**src/rtl/sertx_pkg.sv**
```systemverilog
package sertx_pkg;
  localparam int MAX_DATA = 8;
  localparam int MIN_DATA = 5;
  localparam int MAX_STOP = 2;
  localparam int FRAME_W  = 1 + MAX_DATA + 1 + MAX_STOP;
  localparam int NBITS_W  = $clog2(FRAME_W + 1);

  typedef enum logic [2:0] {
    PAR_NONE  = 3'd0,
    PAR_EVEN  = 3'd1,
    PAR_ODD   = 3'd2,
    PAR_MARK  = 3'd3,
    PAR_SPACE = 3'd4
  } par_mode_e;

  function automatic int data_bits(logic [1:0] len_code);
    return MIN_DATA + int'(len_code);
  endfunction

  function automatic logic [MAX_DATA-1:0] keep_low(logic [MAX_DATA-1:0] d, logic [1:0] len_code);
    logic [MAX_DATA-1:0] m;
    m = '0;
    for (int i = 0; i < MAX_DATA; i++)
      if (i < data_bits(len_code)) m[i] = d[i];
    return m;
  endfunction

  function automatic logic parity_on(logic [2:0] mode);
    return (mode >= PAR_EVEN) && (mode <= PAR_SPACE);
  endfunction

  function automatic logic parity_bit(logic [2:0] mode, logic [MAX_DATA-1:0] masked);
    case (mode)
      PAR_EVEN:  return ^masked;
      PAR_ODD:   return ~(^masked);
      PAR_MARK:  return 1'b1;
      default:   return 1'b0;
    endcase
  endfunction

  function automatic logic [NBITS_W-1:0] frame_len(logic [1:0] len_code, logic [2:0] mode, logic two_stop);
    int n;
    n = 1 + data_bits(len_code) + (parity_on(mode) ? 1 : 0) + (two_stop ? 2 : 1);
    return NBITS_W'(n);
  endfunction

  function automatic logic [FRAME_W-1:0] build_frame(logic [MAX_DATA-1:0] d, logic [1:0] len_code,
                                                      logic [2:0] mode);
    logic [FRAME_W-1:0] f;
    int nd;
    f  = '1;
    nd = data_bits(len_code);
    f[0] = 1'b0;
    for (int i = 0; i < MAX_DATA; i++)
      if (i < nd) f[1+i] = d[i];
    if (parity_on(mode)) f[1+nd] = parity_bit(mode, keep_low(d, len_code));
    return f;
  endfunction
endpackage

```
**src/rtl/tx_hold_reg.sv**
```systemverilog
module tx_hold_reg #(
  parameter int DW = 8
) (
  input  logic          clk,
  input  logic          rst_n,
  input  logic          wr_en,
  input  logic [DW-1:0] wr_data,
  input  logic          take,
  output logic          full,
  output logic [DW-1:0] data,
  output logic          overrun,
  output logic          ready
);
  logic accept, reject;
  assign accept = wr_en & ~full;
  assign reject = wr_en & full;

  always_ff @(posedge clk) begin
    if (!rst_n) begin
      full    <= 1'b0;
      data    <= '0;
      overrun <= 1'b0;
      ready   <= 1'b0;
    end else begin
      ready <= take;
      if (accept) begin
        full <= 1'b1;
        data <= wr_data;
      end else if (take) begin
        full <= 1'b0;
      end
      if (reject) overrun <= 1'b1;
    end
  end
endmodule

```
**src/rtl/tx_frame_pack.sv**
```systemverilog
module tx_frame_pack
  import sertx_pkg::*;
(
  input  logic [MAX_DATA-1:0] data,
  input  logic [1:0]          len_code,
  input  logic [2:0]          par_code,
  input  logic                two_stop,
  output logic [FRAME_W-1:0]  frame,
  output logic [NBITS_W-1:0]  nbits
);
  always_comb begin
    frame = build_frame(data, len_code, par_code);
    nbits = frame_len(len_code, par_code, two_stop);
  end
endmodule

```
**src/rtl/tx_shifter.sv**
```systemverilog
module tx_shifter #(
  parameter int TICKS = 16,
  parameter int FW    = 12,
  parameter int NW    = 4
) (
  input  logic          clk,
  input  logic          rst_n,
  input  logic          tick,
  input  logic          load,
  input  logic [FW-1:0] frame,
  input  logic [NW-1:0] nbits,
  output logic          txd,
  output logic          busy
);
  localparam int CW = (TICKS > 1) ? $clog2(TICKS) : 1;

  logic [CW-1:0] sub;
  logic [FW-1:0] sh;
  logic [NW-1:0] left;
  logic          bit_done;

  assign busy     = (left != '0);
  assign bit_done = tick && (sub == CW'(TICKS - 1));
  assign txd      = sh[0];

  always_ff @(posedge clk) begin
    if (!rst_n) begin
      sh   <= '1;
      left <= '0;
      sub  <= '0;
    end else if (load) begin
      sh   <= frame;
      left <= nbits;
      sub  <= '0;
    end else if (busy && tick) begin
      if (bit_done) begin
        sub  <= '0;
        sh   <= {1'b1, sh[FW-1:1]};
        left <= left - 1'b1;
      end else begin
        sub <= sub + 1'b1;
      end
    end
  end
endmodule

```
**src/rtl/serial_tx_core.sv**
```systemverilog
module serial_tx_core
  import sertx_pkg::*;
#(
  parameter int TICKS_PER_BIT = 16
) (
  input  logic                clk,
  input  logic                rst_n,
  input  logic                baud_tick,
  input  logic [1:0]          cfg_len,
  input  logic [2:0]          cfg_par,
  input  logic                cfg_two_stop,
  input  logic                wr_en,
  input  logic [MAX_DATA-1:0] wr_data,
  output logic                txd,
  output logic                hold_empty,
  output logic                ready_pulse,
  output logic                overrun
);
  logic                hold_full;
  logic [MAX_DATA-1:0] hold_data;
  logic                line_busy;
  logic                xfer;
  logic [FRAME_W-1:0]  frame;
  logic [NBITS_W-1:0]  nbits;

  assign xfer       = hold_full & ~line_busy;
  assign hold_empty = ~hold_full;

  tx_hold_reg #(.DW(MAX_DATA)) u_hold (
    .clk     (clk),
    .rst_n   (rst_n),
    .wr_en   (wr_en),
    .wr_data (wr_data),
    .take    (xfer),
    .full    (hold_full),
    .data    (hold_data),
    .overrun (overrun),
    .ready   (ready_pulse)
  );

  tx_frame_pack u_pack (
    .data     (hold_data),
    .len_code (cfg_len),
    .par_code (cfg_par),
    .two_stop (cfg_two_stop),
    .frame    (frame),
    .nbits    (nbits)
  );

  tx_shifter #(.TICKS(TICKS_PER_BIT), .FW(FRAME_W), .NW(NBITS_W)) u_shift (
    .clk   (clk),
    .rst_n (rst_n),
    .tick  (baud_tick),
    .load  (xfer),
    .frame (frame),
    .nbits (nbits),
    .txd   (txd),
    .busy  (line_busy)
  );
endmodule

```
**config.mk**
```make
export PLATFORM = sky130hd
export DESIGN_NAME = serial_tx_core
export DESIGN_NICKNAME = d
export VERILOG_FILES = /design/src/rtl/sertx_pkg.sv /design/src/rtl/tx_hold_reg.sv /design/src/rtl/tx_frame_pack.sv /design/src/rtl/tx_shifter.sv /design/src/rtl/serial_tx_core.sv
export SDC_FILE = /design/constraint.sdc
export NUM_CORES = 1
export LEC_CHECK = 0
export ABC_CLOCK_PERIOD_IN_PS = 3000
export BUFFER_PORTS_ARGS = -buffer_cell sky130_fd_sc_hd__buf_2
export CAP_MARGIN = 20
export CORE_AREA = 2 2 59 61
export CTS_BUF_LIST = sky130_fd_sc_hd__clkbuf_2 sky130_fd_sc_hd__clkbuf_4 sky130_fd_sc_hd__clkbuf_8
export CTS_CLUSTER_DIAMETER = 40
export DETAILED_ROUTE_END_ITERATION = 12
export DIE_AREA = 0 0 61 63
export GPL_TIMING_DRIVEN = 1
export HOLD_SLACK_MARGIN = 0.06
export MAX_ROUTING_LAYER = met4
export PLACE_DENSITY_LB_ADDON = 0.25
export SYNTH_ARGS = -nofsm -noshare
export SYNTH_HDL_FRONTEND = slang
export SYNTH_SLANG_ARGS = --single-unit
```
**constraint.sdc**
```tcl
create_clock -name clk -period 3 [get_ports clk]
set_clock_uncertainty 0.05 [all_clocks]
set_input_delay 0.15 -clock clk [delete_from_list [all_inputs] [get_ports clk]]
set_output_delay 0.15 -clock clk [all_outputs]
set_load 0.01 [all_outputs]
```
# Word-level counts from Yosys, hierarchy flattened
# Cells that the tools add are included.
word_totals:
  wordCells: 88
  register_bits: 31
op_classes:
  n_lt_le_gt_ge: 12
  n_reduce_logical: 11
  eq_ne: 4
  add_sub_neg: 6
  n_bitwise: 7
  mux: 41
ops:
  columns: ["operator", "count"]
  rows:
  - ["2-to-1 mux 12 bit", 4]
  - ["greater-or-equal comparator 32 x 1 -> 1 bit (second input constant)", 1]
  - ["less-than comparator 32 x 6 -> 1 bit (second input constant)", 1]
  - ["2-to-1 mux 1 bit", 29]
  - ["less-than comparator 3 x 4 -> 1 bit (first input constant)", 4]
  - ["2-to-1 mux 4 bit", 4]
  - ["bitwise mux 12 bit", 1]
  - ["adder 4 bit", 2]
  - ["less-than comparator 1 x 4 -> 1 bit (first input constant)", 2]
  - ["less-than comparator 2 x 4 -> 1 bit (first input constant)", 2]
  - ["parity 8 bit", 1]
  - ["equality test 3 x 2 -> 1 bit (second input constant)", 2]
  - ["nonzero test 2 bit", 3]
  - ["adder 1 x 4 -> 5 bit (first input constant)", 1]
  - ["adder 3 x 2 -> 4 bit (first input constant)", 1]
  - ["adder 4 x 1 -> 4 bit (second input constant)", 1]
  - ["demux 1 bit (select 4 bit)", 1]
  - ["equality test 4 bit (second input constant)", 1]
  - ["logical AND 1 bit", 4]
  - ["NOT 1 bit", 4]
  - ["nonzero test 4 bit", 1]
  - ["subtractor 4 x 1 -> 4 bit (second input constant)", 1]
  - ["AND 1 bit", 3]
  - ["equality test 3 x 1 -> 1 bit (second input constant)", 1]
  - ["other kinds (6)", 6]

# Logic depth before layout (Yosys ltp)
# Gate-level depths: netlist of run 1.
logic_depth:
  word_depth: 11
  mapped_depth: 10

# Hierarchy
# Synthesis of run 1 repeated with hierarchy kept, for this count alone.
hier_totals:
  cells_unflattened: 242
  hier_area_um2: 2052.0
by_module_without_submodules:
  columns: ["mod", "cells_per_inst", "n_inst", "area_per_inst_um2"]
  rows:
  - ["tx_shifter", 121, 1, 980.9]
  - ["tx_frame_pack", 75, 1, 626.9]
  - ["tx_hold_reg", 44, 1, 426.7]
  - ["serial_tx_core", 2, 1, 17.5]

# Worst setup path before layout of run 1
# No wires, ideal clock.
synth_timing:
  path_type: "input-to-reg"
  start: "input cfg_len[0]"
  end: "register u_shift.sh[10]"
  slack_ns: 0.920
  setup_ns: 0.114
  t_arrival_ns: 1.916
  path_stages: 10
  required_ns: 2.836
  cell_sequence: "inv_1 -> ha_1 -> inv_1 -> ha_1 -> nand2b_4 -> xnor2_2 -> xnor2_2 -> mux2i_1 -> a311o_1 -> a21o_1"
synth_via:
  elab_chain_len: 11
  word_cells_on_any_way: 38
  cone_classes: "2 x add/sub; 10 x order compare; 23 x mux; 1 x bitwise; 2 x reduce/logical"
synth_rtl:
  columns: ["element", "line_no", "source"]
  rows:
  - ["from (decl)", "serial_tx_core.sv:9", "input logic [1:0] cfg_len,"]
  - ["adder 3 x 2 -> 4 bit (*)", "sertx_pkg.sv:17", "return MIN_DATA + int'(len_code);"]
  - ["branches (longest 7 deep; another with greater-or-equal comparator 32 x 1 -> 1 bit)", null, null]
  - ["bitwise mux 12 bit (*)", "sertx_pkg.sv:56", "if (parity_on(mode)) f[1+nd] = parity_bit(mode, keep_low(d, len_code));"]
  - ["2-to-1 mux 12 bit (*)", "sertx_pkg.sv:56", null]
  - ["2-to-1 mux 12 bit (*)", "tx_shifter.sv:31", "end else if (load) begin"]
  - ["to (signal assigned)", "tx_shifter.sv:32", "sh <= frame;"]
  - ["to (signal assigned)", "tx_shifter.sv:38", "sh <= {1'b1, sh[FW-1:1]};"]
  - ["to (decl)", "tx_shifter.sv:18", "logic [FW-1:0] sh;"]
# Every way passes the cells marked *. The select of a mux whose other input is x is not followed.
# A chain may end at the register's enable or synchronous reset.

# Worst setup path in the final report of run 1
layout_timing:
  start: "register u_shift.left[0]"
  end: "register u_shift.sh[4]"
layout_via:
  elab_chain_len: 5
  word_cells_on_any_way: 8
  cone_classes: "1 x mux; 2 x bitwise; 5 x reduce/logical"
layout_rtl:
  columns: ["element", "line_no", "source"]
  rows:
  - ["from (decl)", "tx_shifter.sv:19", "logic [NW-1:0] left;"]
  - ["from (signal assigned)", "tx_shifter.sv:33", "left <= nbits;"]
  - ["from (signal assigned)", "tx_shifter.sv:39", "left <= left - 1'b1;"]
  - ["nonzero test 4 bit (*)", "tx_shifter.sv:22", "assign busy = (left != '0);"]
  - ["NOT 1 bit", "serial_tx_core.sv:26", "assign xfer = hold_full & ~line_busy;"]
  - ["AND 1 bit", "serial_tx_core.sv:26", null]
  - ["nonzero test 2 bit (no line)", null, null]
  - ["AND reduction 2 bit (no line)", null, null]
# Every way passes the cells marked *; elsewhere a longest branch is shown, timed or not.

==> results of run 1 <==
## layout make-up
type / count / area [sq um]
Fill cell: 295 / 1080
Sequential cell: 31 / 621
Multi-Input combinational cell: 161 / 1130
Clock buffer: 8 / 72.6
Timing Repair Buffer: 33 / 220
Tap cell: 46 / 57.6
Inverter: 13 / 48.8
## power breakdown
part	switching (uW)	leakage [uW]	internal (uW)
Clock	145	0.0000420	147
Sequential	42.0	0.000254	464
Combinational	188	0.000595	150
## cell usage in the layout (no fill, tap or decap), types with 4 or more instances in the layout
master         instances
ha_1                  12
nand2_1               21
dlygate4sd3_1         10
inv_1                 13
a21oi_1               14
o21ai_0                8
nor2_1                30
buf_2                 21
xor2_1                 4
clkbuf_4               6
dfxtp_1               31
mux2i_1               12
a31oi_1                5
xnor2_1                5
## critical path, cell delays in order (launching register included)
cell,delay (ps)
dfxtp_1,380
inv_1,60
ha_1,230
nor3b_2,210
nor2_1,750
nor2_1,300
a221o_1,370
a31oi_1,140
o31ai_1,90
## synthesized netlist by cell type (2+ instances only)
| cell | count | area [sq um] |
|---|---|---|
| a211oi_1 | 2 | 15.0 |
| a21oi_1 | 14 | 70.1 |
| a221o_1 | 3 | 30.0 |
| a22oi_1 | 3 | 22.5 |
| a31oi_1 | 5 | 31.3 |
| and2_1 | 2 | 12.5 |
| buf_2 | 2 | 10.0 |
| clkbuf_1 | 4 | 15.0 |
| dfxtp_1 | 31 | 621 |
| fa_1 | 2 | 40.0 |
| ha_1 | 12 | 150 |
| inv_1 | 13 | 48.8 |
| mux2i_1 | 12 | 120 |
| nand2_1 | 21 | 78.8 |
| nand2b_1 | 3 | 18.8 |
| nand2b_4 | 2 | 27.5 |
| nand3_1 | 2 | 10.0 |
| nand4_1 | 2 | 12.5 |
| nor2_1 | 30 | 113 |
| nor2b_1 | 2 | 12.5 |
| o211ai_1 | 3 | 22.5 |
| o21ai_0 | 8 | 40.0 |
| o22ai_1 | 2 | 12.5 |
| o31ai_1 | 2 | 15.0 |
| or3_1 | 2 | 12.5 |
| xnor2_1 | 5 | 43.8 |
| xnor2_2 | 2 | 32.5 |
| xor2_1 | 4 | 35.0 |
## metrics by stage
stage	util	area (sq um)	total power, uW	worst slack [ps]
2_1_floorplan	-	1830	750	920
3_3_place_gp	0.613	1980	831	459
3_5_place_dp	0.613	1980	836	342
4_1_cts	0.666	2150	1140	298
5_1_grt	0.666	2150	1210	61.2
6_report	0.666	2150	1140	287
## state kept, by name, summed over array words and instances (netlist names)
register	count
u_hold.full	1
u_hold.ready	1
u_shift.sh	12
u_shift.left	4
u_hold.data	8
u_hold.overrun	1
u_shift.sub	4
## metal layers
metal  vias up  part of all wire  wire [um]
li1        808                 -          -
met1       750              0.47       1850
met2        48              0.46       1820
met3        14             0.042        165
met4         0             0.032        128
met5         -                 0          0
## what timing repair did
item | CTS | global route
setup buffers | 0 | 0
endpoints found under the hold margin | 14 | 0
hold buffers | 10 | 0
## path summary, 6_finish.rpt
kind                                                     to
worst min register to register   u_shift.sh[6]$_SDFFE_PN1P_
worst max-delay path             u_shift.sh[4]$_SDFFE_PN1P_
worst min-delay path            u_shift.sub[2]$_SDFFE_PP0P_
worst max register to register   u_shift.sh[4]$_SDFFE_PN1P_
## cells by family (layout without fill, tap and decap cells)
logic type | after synthesis | after routing | synth area share
mux | 14 | 14 | 0.0792
compound gates | 50 | 50 | 0.180
flops | 31 | 31 | 0.339
simple gates | 71 | 71 | 0.186
fa+ha+maj | 14 | 14 | 0.104
buf+inv | 20 | 54 | 0.0423
xor+xnor | 12 | 12 | 0.0697
==> impl_metrics.ini, run 1 <==
[timing]
slew_headroom = 0.361
holdWs_ps = 129
maxSlewViolCount = 0
final.setup.tns_ps = 0
hold_viol = 0
fmaxAchievable_mhz = 369
finalCritPeriodShare = 0.904
tightest_slew_ps = 957
rsz0062_at_grt = no
setup_viol = 0
fin_crit_ps = 2710

[final_layout]
fin_nets = 277
area_growth_pct = 17.6
final_layout_size_suffix_gt1_frac = 0.167
n_antenna_cell = 0
final_cells = 292

[clocking]
cts.htree.levels = 2
clock-sinks = 31
insertion_delay_ps = 340
cts-buffers-inserted = 5
ctsResizeCount = 0
cts_tree = done
clkTransAtPathRegs_ps = 100
ctsLongestPathBuffers = 2
clockRootBuffer = clkbuf_4

[global_routing]
grt_pass1_vias = 1544
grt_use_total = 0.234
grt_max_degree = 23
globalRouteMet1Util = 0.302
grt_util_met3 = 0.0580
grt-busiest-layer = met2
overflow = 0
grt_pass1_wl_um = 6620
antenna_found_initial = 0
use_met2 = 0.341

[run]
maxCapViolCount = 0

[setup_path]
worstSetupPathType = reg2reg
endpoint_kind = flop
worstSetupStartpoint = u_shift.left[0]$_SDFFE_PN0P_
crit_required_ps = 3160
timing.rr.start = u_shift.left[0]$_SDFFE_PN0P_
worstPathArrival_ps = 2870
cp_max_fo = 13
crit_path_start_kind = flop
rr_worst_depth = 8
rrSetupSlack_ps = 290

[place]
dpl.cell_count = 274
portBuffers = 21
hpwl_um = 2800
gp_congestion = 0.870

[min_path]
min-delay-start = baud_tick
holdCritPathClass = in2reg
hold_depth = 4

[logic_synthesis]
synth_cells = 212
ys.flop_type = dfxtp_1
synth-seq-area-share = 0.339
ys_types = 45
synth-seq-cells = 31
synth_nets = 244
yosys_warnings = 0
async_flop_share = 0
synth_edf_count = 0
syn_area_sq_um = 1830
syn_avg_cell_area_sq_um = 8.64

[power]
peakVddDrop_mv = 0.353
p_leak_uw = 0.000891
cellPowerDensity_nw_per_um2 = 528

[drt]
drc_errors = 0
wire_per_inst_um = 13.6
vias = 1620
dr.pass1.iters = 4
drt-initial-drc-count = 117
wl_um = 3970
final_antenna_net_count = 0
vias_per_cell = 5.55

[floorplanning]
ios = 22
initial_core_util = 0.567
row_count = 21
fp.dieW_um = 61
die_h_um = 63
dieArea_sq_um = 3840
coreArea_sq_um = 3230

[outcome]
status = finished, final reports clean
Note: power is estimated with default switching activity, not from simulation.
==> inputs of run 2 (changes only) <==
--- a/config.mk
+++ b/config.mk
@@ -13,7 +13,7 @@
 export CTS_CLUSTER_DIAMETER = 40
 export DETAILED_ROUTE_END_ITERATION = 12
 export DIE_AREA = 0 0 61 63
-export GPL_TIMING_DRIVEN = 1
+export GPL_TIMING_DRIVEN = 0
 export HOLD_SLACK_MARGIN = 0.06
 export MAX_ROUTING_LAYER = met4
 export PLACE_DENSITY_LB_ADDON = 0.25
==> run 2 against run 1 <==
Fmax is 18% higher. Non-clock buffer count is 3 higher. Cell area is 0.58% higher. Sequential power hardly changed. Worst setup slack better by 420 ps. Routed wire length is 6.2% lower. Combinational power is 1% lower. First-iteration DRC count is 3.4% lower. Count of clock-buffer cells in the layout is 2 lower. Worst hold slack worse by 57 ps. Critical path type unchanged. Critical endpoint is now u_shift.sh[8]$_SDFFE_PN1P_. Largest cell class unchanged.
==> impl_metrics.ini, run 2 (synthesized netlist as in run 1, its figures left out) <==
[floorplanning]
row_count = 21
initial_core_util = 0.567
die_h_um = 63
coreArea_sq_um = 3230
ios = 22
dieArea_sq_um = 3840
fp.dieW_um = 61

[final_layout]
largest_register = u_shift.sh
final_cell_mix = 31 x dfxtp_1, 30 x nor2_1, 22 x buf_2, 21 x nand2_1, 14 x a21oi_1
fin_nets = 280
largest_reg_flops = 12
top_regs = u_shift.sh: 12 flops, u_hold.data: 8 flops
n_fill_cell = 288
utilization = 0.670
final_cells = 295
area_growth_pct = 18.2
mostFrequentLayoutCell = dfxtp_1
final_layout_size_suffix_gt1_frac = 0.161
n_antenna_cell = 0

[setup_path]
cp_max_fo = 9
rr_worst_depth = 8
timing.rr.start = u_shift.left[0]$_SDFFE_PN0P_
crit_chain = inv_1 -> ha_1 -> nor3b_2 -> nor2_1 -> nor2_1 -> nand2_1 -> o22ai_1 -> a21oi_1
worstSetupPathType = reg2reg
worstPathArrival_ps = 2470
cpMostUsedCell = nor2_1
crit_required_ps = 3180
critPathMaxStageDelay_ps = 440
rrSetupSlack_ps = 710
cp_slowest_cell = nor3b_2
worstSetupStartpoint = u_shift.left[0]$_SDFFE_PN0P_
endpoint_kind = flop
crit_path_start_kind = flop

[drt]
wl_um = 3720
vias_per_cell = 5.31
final_antenna_net_count = 0
vias = 1567
drc_errors = 0
dr.pass1.iters = 4
drt-initial-drc-count = 113
wire_per_inst_um = 12.6

[global_routing]
grt_pass1_wl_um = 6400
overflow = 0
grt_use_total = 0.229
grt_max_degree = 11
antenna_found_initial = 0
grt_pass1_vias = 1426

[timing]
finalCritPeriodShare = 0.765
hold_viol = 0
slew_headroom = 0.558
tightest_slew_ps = 663
rsz0062_at_grt = no
final.setup.tns_ps = 0
maxSlewViolCount = 0
setup_viol = 0
fin_crit_ps = 2290
fmaxAchievable_mhz = 436

[place]
gp_congestion = 0.800
hpwl_um = 2780
dpl.cell_count = 278
portBuffers = 20

[clocking]
cts-buffers-inserted = 5
clkTransAtPathRegs_ps = 100
cts.htree.levels = 2
clockRootBuffer = clkbuf_4
ctsResizeCount = 0
cts_tree = done
clock-sinks = 31
insertion_delay_ps = 340
ctsLongestPathBuffers = 2

[power]
fin_total_pwr_uw = 1180
peakVddDrop_mv = 0.326
cellPowerDensity_nw_per_um2 = 547
p_leak_uw = 0.000896

[run]
maxCapViolCount = 0

[outcome]
status = finished, final reports clean

[min_path]
hold_depth = 2
holdCritPathClass = in2reg
min-delay-start = rst_n
-- run 2: changes by cell type in the layout (fill, tap and decap cells not counted) --
| cell | before | now |
|---|---|---|
| dlygate4sd3_1 | 10 | 9 |
| buf_1 | 0 | 1 |
| clkbuf_1 | 0 | 4 |
| clkinv_2 | 0 | 1 |
| buf_4 | 2 | 0 |
| clkbuf_8 | 2 | 1 |
| buf_2 | 21 | 22 |
| clkbuf_4 | 6 | 5 |
| bufinv_16 | 0 | 1 |
-- run 2: power by group --
| part | internal, uW | switching, uW |
|---|---|---|
| clock | 197 | 151 |
| sequential | 464 | 38.9 |
| combinational | 147 | 186 |
| total | 809 | 376 |
-- run 2: per-layer routing --
| layer | GRT usage | up-vias | routed length (um) |
|---|---|---|---|
| met1 | 0.313 | 694 | 1820 |
| met3 | 0.0559 | 11 | 202 |
| li1 | - | 815 | - |
| met5 | - | - | 0 |
| met2 | 0.310 | 47 | 1550 |
| met4 | 0.117 | 0 | 144 |
-- run 2: through the flow --
stage / setup slack (ps) / hold WS, ps / cell area (sq um)
finish: 706 / 73.0 / 2170
global route: 397 / 82.9 / 2170
CTS: 740 / 67.6 / 2170
detailed placement: 556 / 345 / 1990
global placement: 553 / 333 / 1990
floorplan: 920 / 239 / 1830
-- run 2: path summary, 6_finish.rpt --
kind / to
worst min-delay path: u_shift.sh[2]$_SDFFE_PN1P_
worst min register to register: u_hold.overrun$_SDFFE_PN0P_
worst max-delay path: u_shift.sh[8]$_SDFFE_PN1P_
worst max register to register: u_shift.sh[8]$_SDFFE_PN1P_
-- run 2: cell type report --
class | instances | area (sq um) | share of cell area
well taps | 46 | 57.6 | 0.0266
clock buffers | 6 | 51.3 | 0.0237
plain buffers | 7 | 28.8 | 0.0133
flip-flops and latches | 31 | 621 | 0.287
clock inverters | 2 | 35.0 | 0.0162
multi-input cells | 161 | 1130 | 0.523
repair buffers | 29 | 190 | 0.0878
inverters | 13 | 48.8 | 0.0225
-- run 2: repair_timing --
action / CTS / global route
setup buffers: 0 / 0
endpoints found under the hold margin: 10 / 0
hold buffers: 9 / 0
-- run 2: worst max-delay path: cells and delay by family (launching register included) --
kind	cells	cell delay, ps
simple gates	4	1260
fa+ha+maj	1	200
compound gates	2	260
buf+inv	1	60
flops	1	350
==> inputs of run 3 (changes only) <==
--- a/config.mk
+++ b/config.mk
@@ -5,14 +5,15 @@
 export SDC_FILE = /design/constraint.sdc
 export NUM_CORES = 1
 export LEC_CHECK = 0
-export ABC_CLOCK_PERIOD_IN_PS = 3000
+export ABC_AREA = 1
+export ABC_CLOCK_PERIOD_IN_PS = 2300
 export BUFFER_PORTS_ARGS = -buffer_cell sky130_fd_sc_hd__buf_2
 export CAP_MARGIN = 20
-export CORE_AREA = 2 2 59 61
+export CORE_AREA = 2 2 61 63
 export CTS_BUF_LIST = sky130_fd_sc_hd__clkbuf_2 sky130_fd_sc_hd__clkbuf_4 sky130_fd_sc_hd__clkbuf_8
 export CTS_CLUSTER_DIAMETER = 40
 export DETAILED_ROUTE_END_ITERATION = 12
-export DIE_AREA = 0 0 61 63
+export DIE_AREA = 0 0 63 65
 export GPL_TIMING_DRIVEN = 0
 export HOLD_SLACK_MARGIN = 0.06
 export MAX_ROUTING_LAYER = met4
==> constraint.sdc (replaced) <==
create_clock -name clk -period 2.3 [get_ports clk]
set_clock_uncertainty 0.05 [all_clocks]
set_input_delay 0.115 -clock clk [delete_from_list [all_inputs] [get_ports clk]]
set_output_delay 0.115 -clock clk [all_outputs]
set_load 0.01 [all_outputs]
==> run 3 against run 2 <==
Total power is 47% higher. Area after synthesis is 6.6% higher. Combinational power is 110% higher. Cell area is 4.6% higher. Routed wire length is 11% higher. Cell count is 27% higher. Via count is 19% higher. Worst setup slack worse by 310 ps. First-iteration DRC count is 52% lower.
==> impl_metrics.ini, run 3 <==
[global_routing]
grt-busiest-layer = met2
use_met2 = 0.400
antenna_found_initial = 0
globalRouteMet1Util = 0.292
grt_util_met3 = 0.0469
overflow = 0
grt_max_degree = 11
grt_use_total = 0.237
grt_pass1_wl_um = 7540
grt_pass1_vias = 1720

[logic_synthesis]
synth_cells = 289
ys.flop_type = dfxtp_1
async_flop_share = 0
syn_area_sq_um = 1950
synth-seq-area-share = 0.318
synth_area_leader_cell = dfxtp_1
synth-seq-cells = 31
synth_top_cell_area_share = 0.318
ys_types = 32
synthTopCellsByCount = 95 x nand2_1, 37 x inv_1, 31 x dfxtp_1, 17 x a21oi_1
netlist_top_cells_area = dfxtp_1 32%, nand2_1 18%, ha_1 7.7%
syn_avg_cell_area_sq_um = 6.76
yosys_warnings = 0
yosysMostFrequentCell = nand2_1
synth_edf_count = 0
synth_nets = 321

[setup_path]
worstPathArrival_ps = 2100
critPathMaxStageDelay_ps = 430
crit_required_ps = 2500
timing.rr.start = u_shift.left[0]$_SDFFE_PN0P_
cp_slowest_cell = fa_1
endpoint_kind = flop
rrSetupSlack_ps = 460
crit_path_start_kind = primary input
rr_worst_depth = 12
worstSetupPathType = in2reg
timing.rr.end = u_shift.sh[10]$_SDFFE_PN1P_
cp_max_fo = 4
crit_chain = buf_2 -> nor2_1 -> xor2_1 -> inv_1 -> fa_1 -> fa_1 -> xor2_1 -> a21oi_1 -> nand2_1 -> a21oi_1

[final_layout]
largest_register = u_shift.sh
mostFrequentLayoutCell = nand2_1
final_cells = 375
largest_reg_flops = 12
fin_nets = 358
multi_input_area_sq_um = 1110
n_antenna_cell = 0
final-seq-area_sq_um = 621
final_cell_mix = 95 x nand2_1, 37 x inv_1, 31 x dfxtp_1, 23 x buf_2, 17 x a21oi_1
area_growth_pct = 16.0
top_regs = u_shift.sh: 12 flops, u_hold.data: 8 flops
n_fill_cell = 329
final_layout_size_suffix_gt1_frac = 0.147

[clocking]
cts.htree.levels = 2
insertion_delay_ps = 330
clockRootBuffer = clkbuf_4
clock-sinks = 31
ctsLongestPathBuffers = 2
cts-buffers-inserted = 5
clkTransAtPathRegs_ps = 100
postCtsSetupBuffers = 0
cts_hold_buf = 9
cts_tree = done
ctsResizeCount = 0

[drt]
drc_errors = 0
drt-initial-drc-count = 54
dr.pass1.iters = 4
wire_per_inst_um = 11.0
vias = 1858
final_antenna_net_count = 0
wl_um = 4140
vias_per_cell = 4.95

[place]
portBuffers = 21
gp_congestion = 0.839
hpwl_um = 3140
dpl.cell_count = 358

[timing]
fin_crit_ps = 1900
finalCritPeriodShare = 0.827
holdWs_ps = 77.3
fmaxAchievable_mhz = 526
slew_headroom = 0.702
setup_viol = 0
hold_viol = 0
final.setup.tns_ps = 0
maxSlewViolCount = 0
rsz0062_at_grt = no
tightest_slew_ps = 447

[min_path]
hold_end = u_shift.sub[0]$_SDFFE_PP0P_
holdCritPathClass = in2reg
hold_depth = 3
min-delay-start = rst_n

[power]
cellPowerDensity_nw_per_um2 = 766
peakVddDrop_mv = 0.683
p_leak_uw = 0.00114

[floorplanning]
dieArea_sq_um = 4100
die_h_um = 65
row_count = 22
initial_core_util = 0.559
fp.dieW_um = 63
ios = 22
coreArea_sq_um = 3500

[run]
maxCapViolCount = 0

[outcome]
status = finished, final reports clean
==> run 3: changes by cell type after synthesis, sizes merged, moves of 8 or more <==
cell   change
o21ai      +8
nand2     +76
nand3     +15
mux2i     -13
inv       +30
nor2      -12
==> run 3: worst max-delay path, delay by kind of cell <==
| family | cells | cell delay, ps |
|---|---|---|
| fa+ha+maj | 2 | 820 |
| buf+inv | 2 | 280 |
| compound gates | 2 | 270 |
| simple gates | 2 | 190 |
| xor+xnor | 2 | 440 |
==> run 3: metrics by stage <==
| step | util | area (sq um) | setup WS (ps) | power (uW) |
|---|---|---|---|---|
| 2_1_floorplan | - | 1950 | 382 | 1250 |
| 3_3_place_gp | 0.606 | 2120 | 112 | 1390 |
| 3_5_place_dp | 0.606 | 2120 | 78.2 | 1410 |
| 4_1_cts | 0.648 | 2270 | 408 | 1740 |
| 5_1_grt | 0.648 | 2270 | 266 | 1880 |
| 6_report | 0.648 | 2270 | 398 | 1740 |
==> run 3: logic make-up (layout without fill, tap and decap cells) <==
family                     after synthesis  after routing  synth area share
and+or+nand+nor                        142            142             0.316
buffers and inverters                   52             90             0.113
AOI/OAI and AO/OA                       46             46             0.138
DFF                                     31             31             0.318
adders and majority gates               14             14            0.0974
xor gates and xnor gates                 4              4            0.0179
==> run 3: worst max-delay path by stage <==
stage	slack, ps	start	cells past startpoint	to
after floorplan	380	cfg_par[0]	9	u_shift.left[2]$_SDFFE_PN0P_
after global placement	110	cfg_par[0]	10	u_shift.left[2]$_SDFFE_PN0P_
after detailed placement	80	cfg_par[0]	10	u_shift.left[2]$_SDFFE_PN0P_
after CTS	410	cfg_par[0]	10	u_shift.left[2]$_SDFFE_PN0P_
after global routing	270	cfg_par[0]	10	u_shift.left[2]$_SDFFE_PN0P_
final	400	cfg_par[0]	10	u_shift.left[2]$_SDFFE_PN0P_
==> run 3: where the power goes <==
group / leakage [uW] / internal (uW) / switching, uW / total (uW)
clock: 0.0000361 / 143 / 182 / 325
sequential: 0.000255 / 638 / 61.5 / 699
combinational: 0.000850 / 281 / 432 / 713
==> run 3: layout make-up <==
type / instances / area share
Timing Repair Buffer: 30 / 0.0861
Tap cell: 48 / 0.0265
Multi-Input combinational cell: 206 / 0.491
Clock buffer: 7 / 0.0232
Sequential cell: 31 / 0.274
Clock inverter: 1 / 0.00221
Buffer: 7 / 0.0226
Inverter: 45 / 0.0745
==> run 3: routing by layer <==
| metal | wire (um) | vias to the layer above |
|---|---|---|
| met2 | 2000 | 26 |
| met1 | 1970 | 837 |
| met3 | 131 | 4 |
| li1 | - | 991 |
| met4 | 38 | 0 |
| met5 | 0 | - |
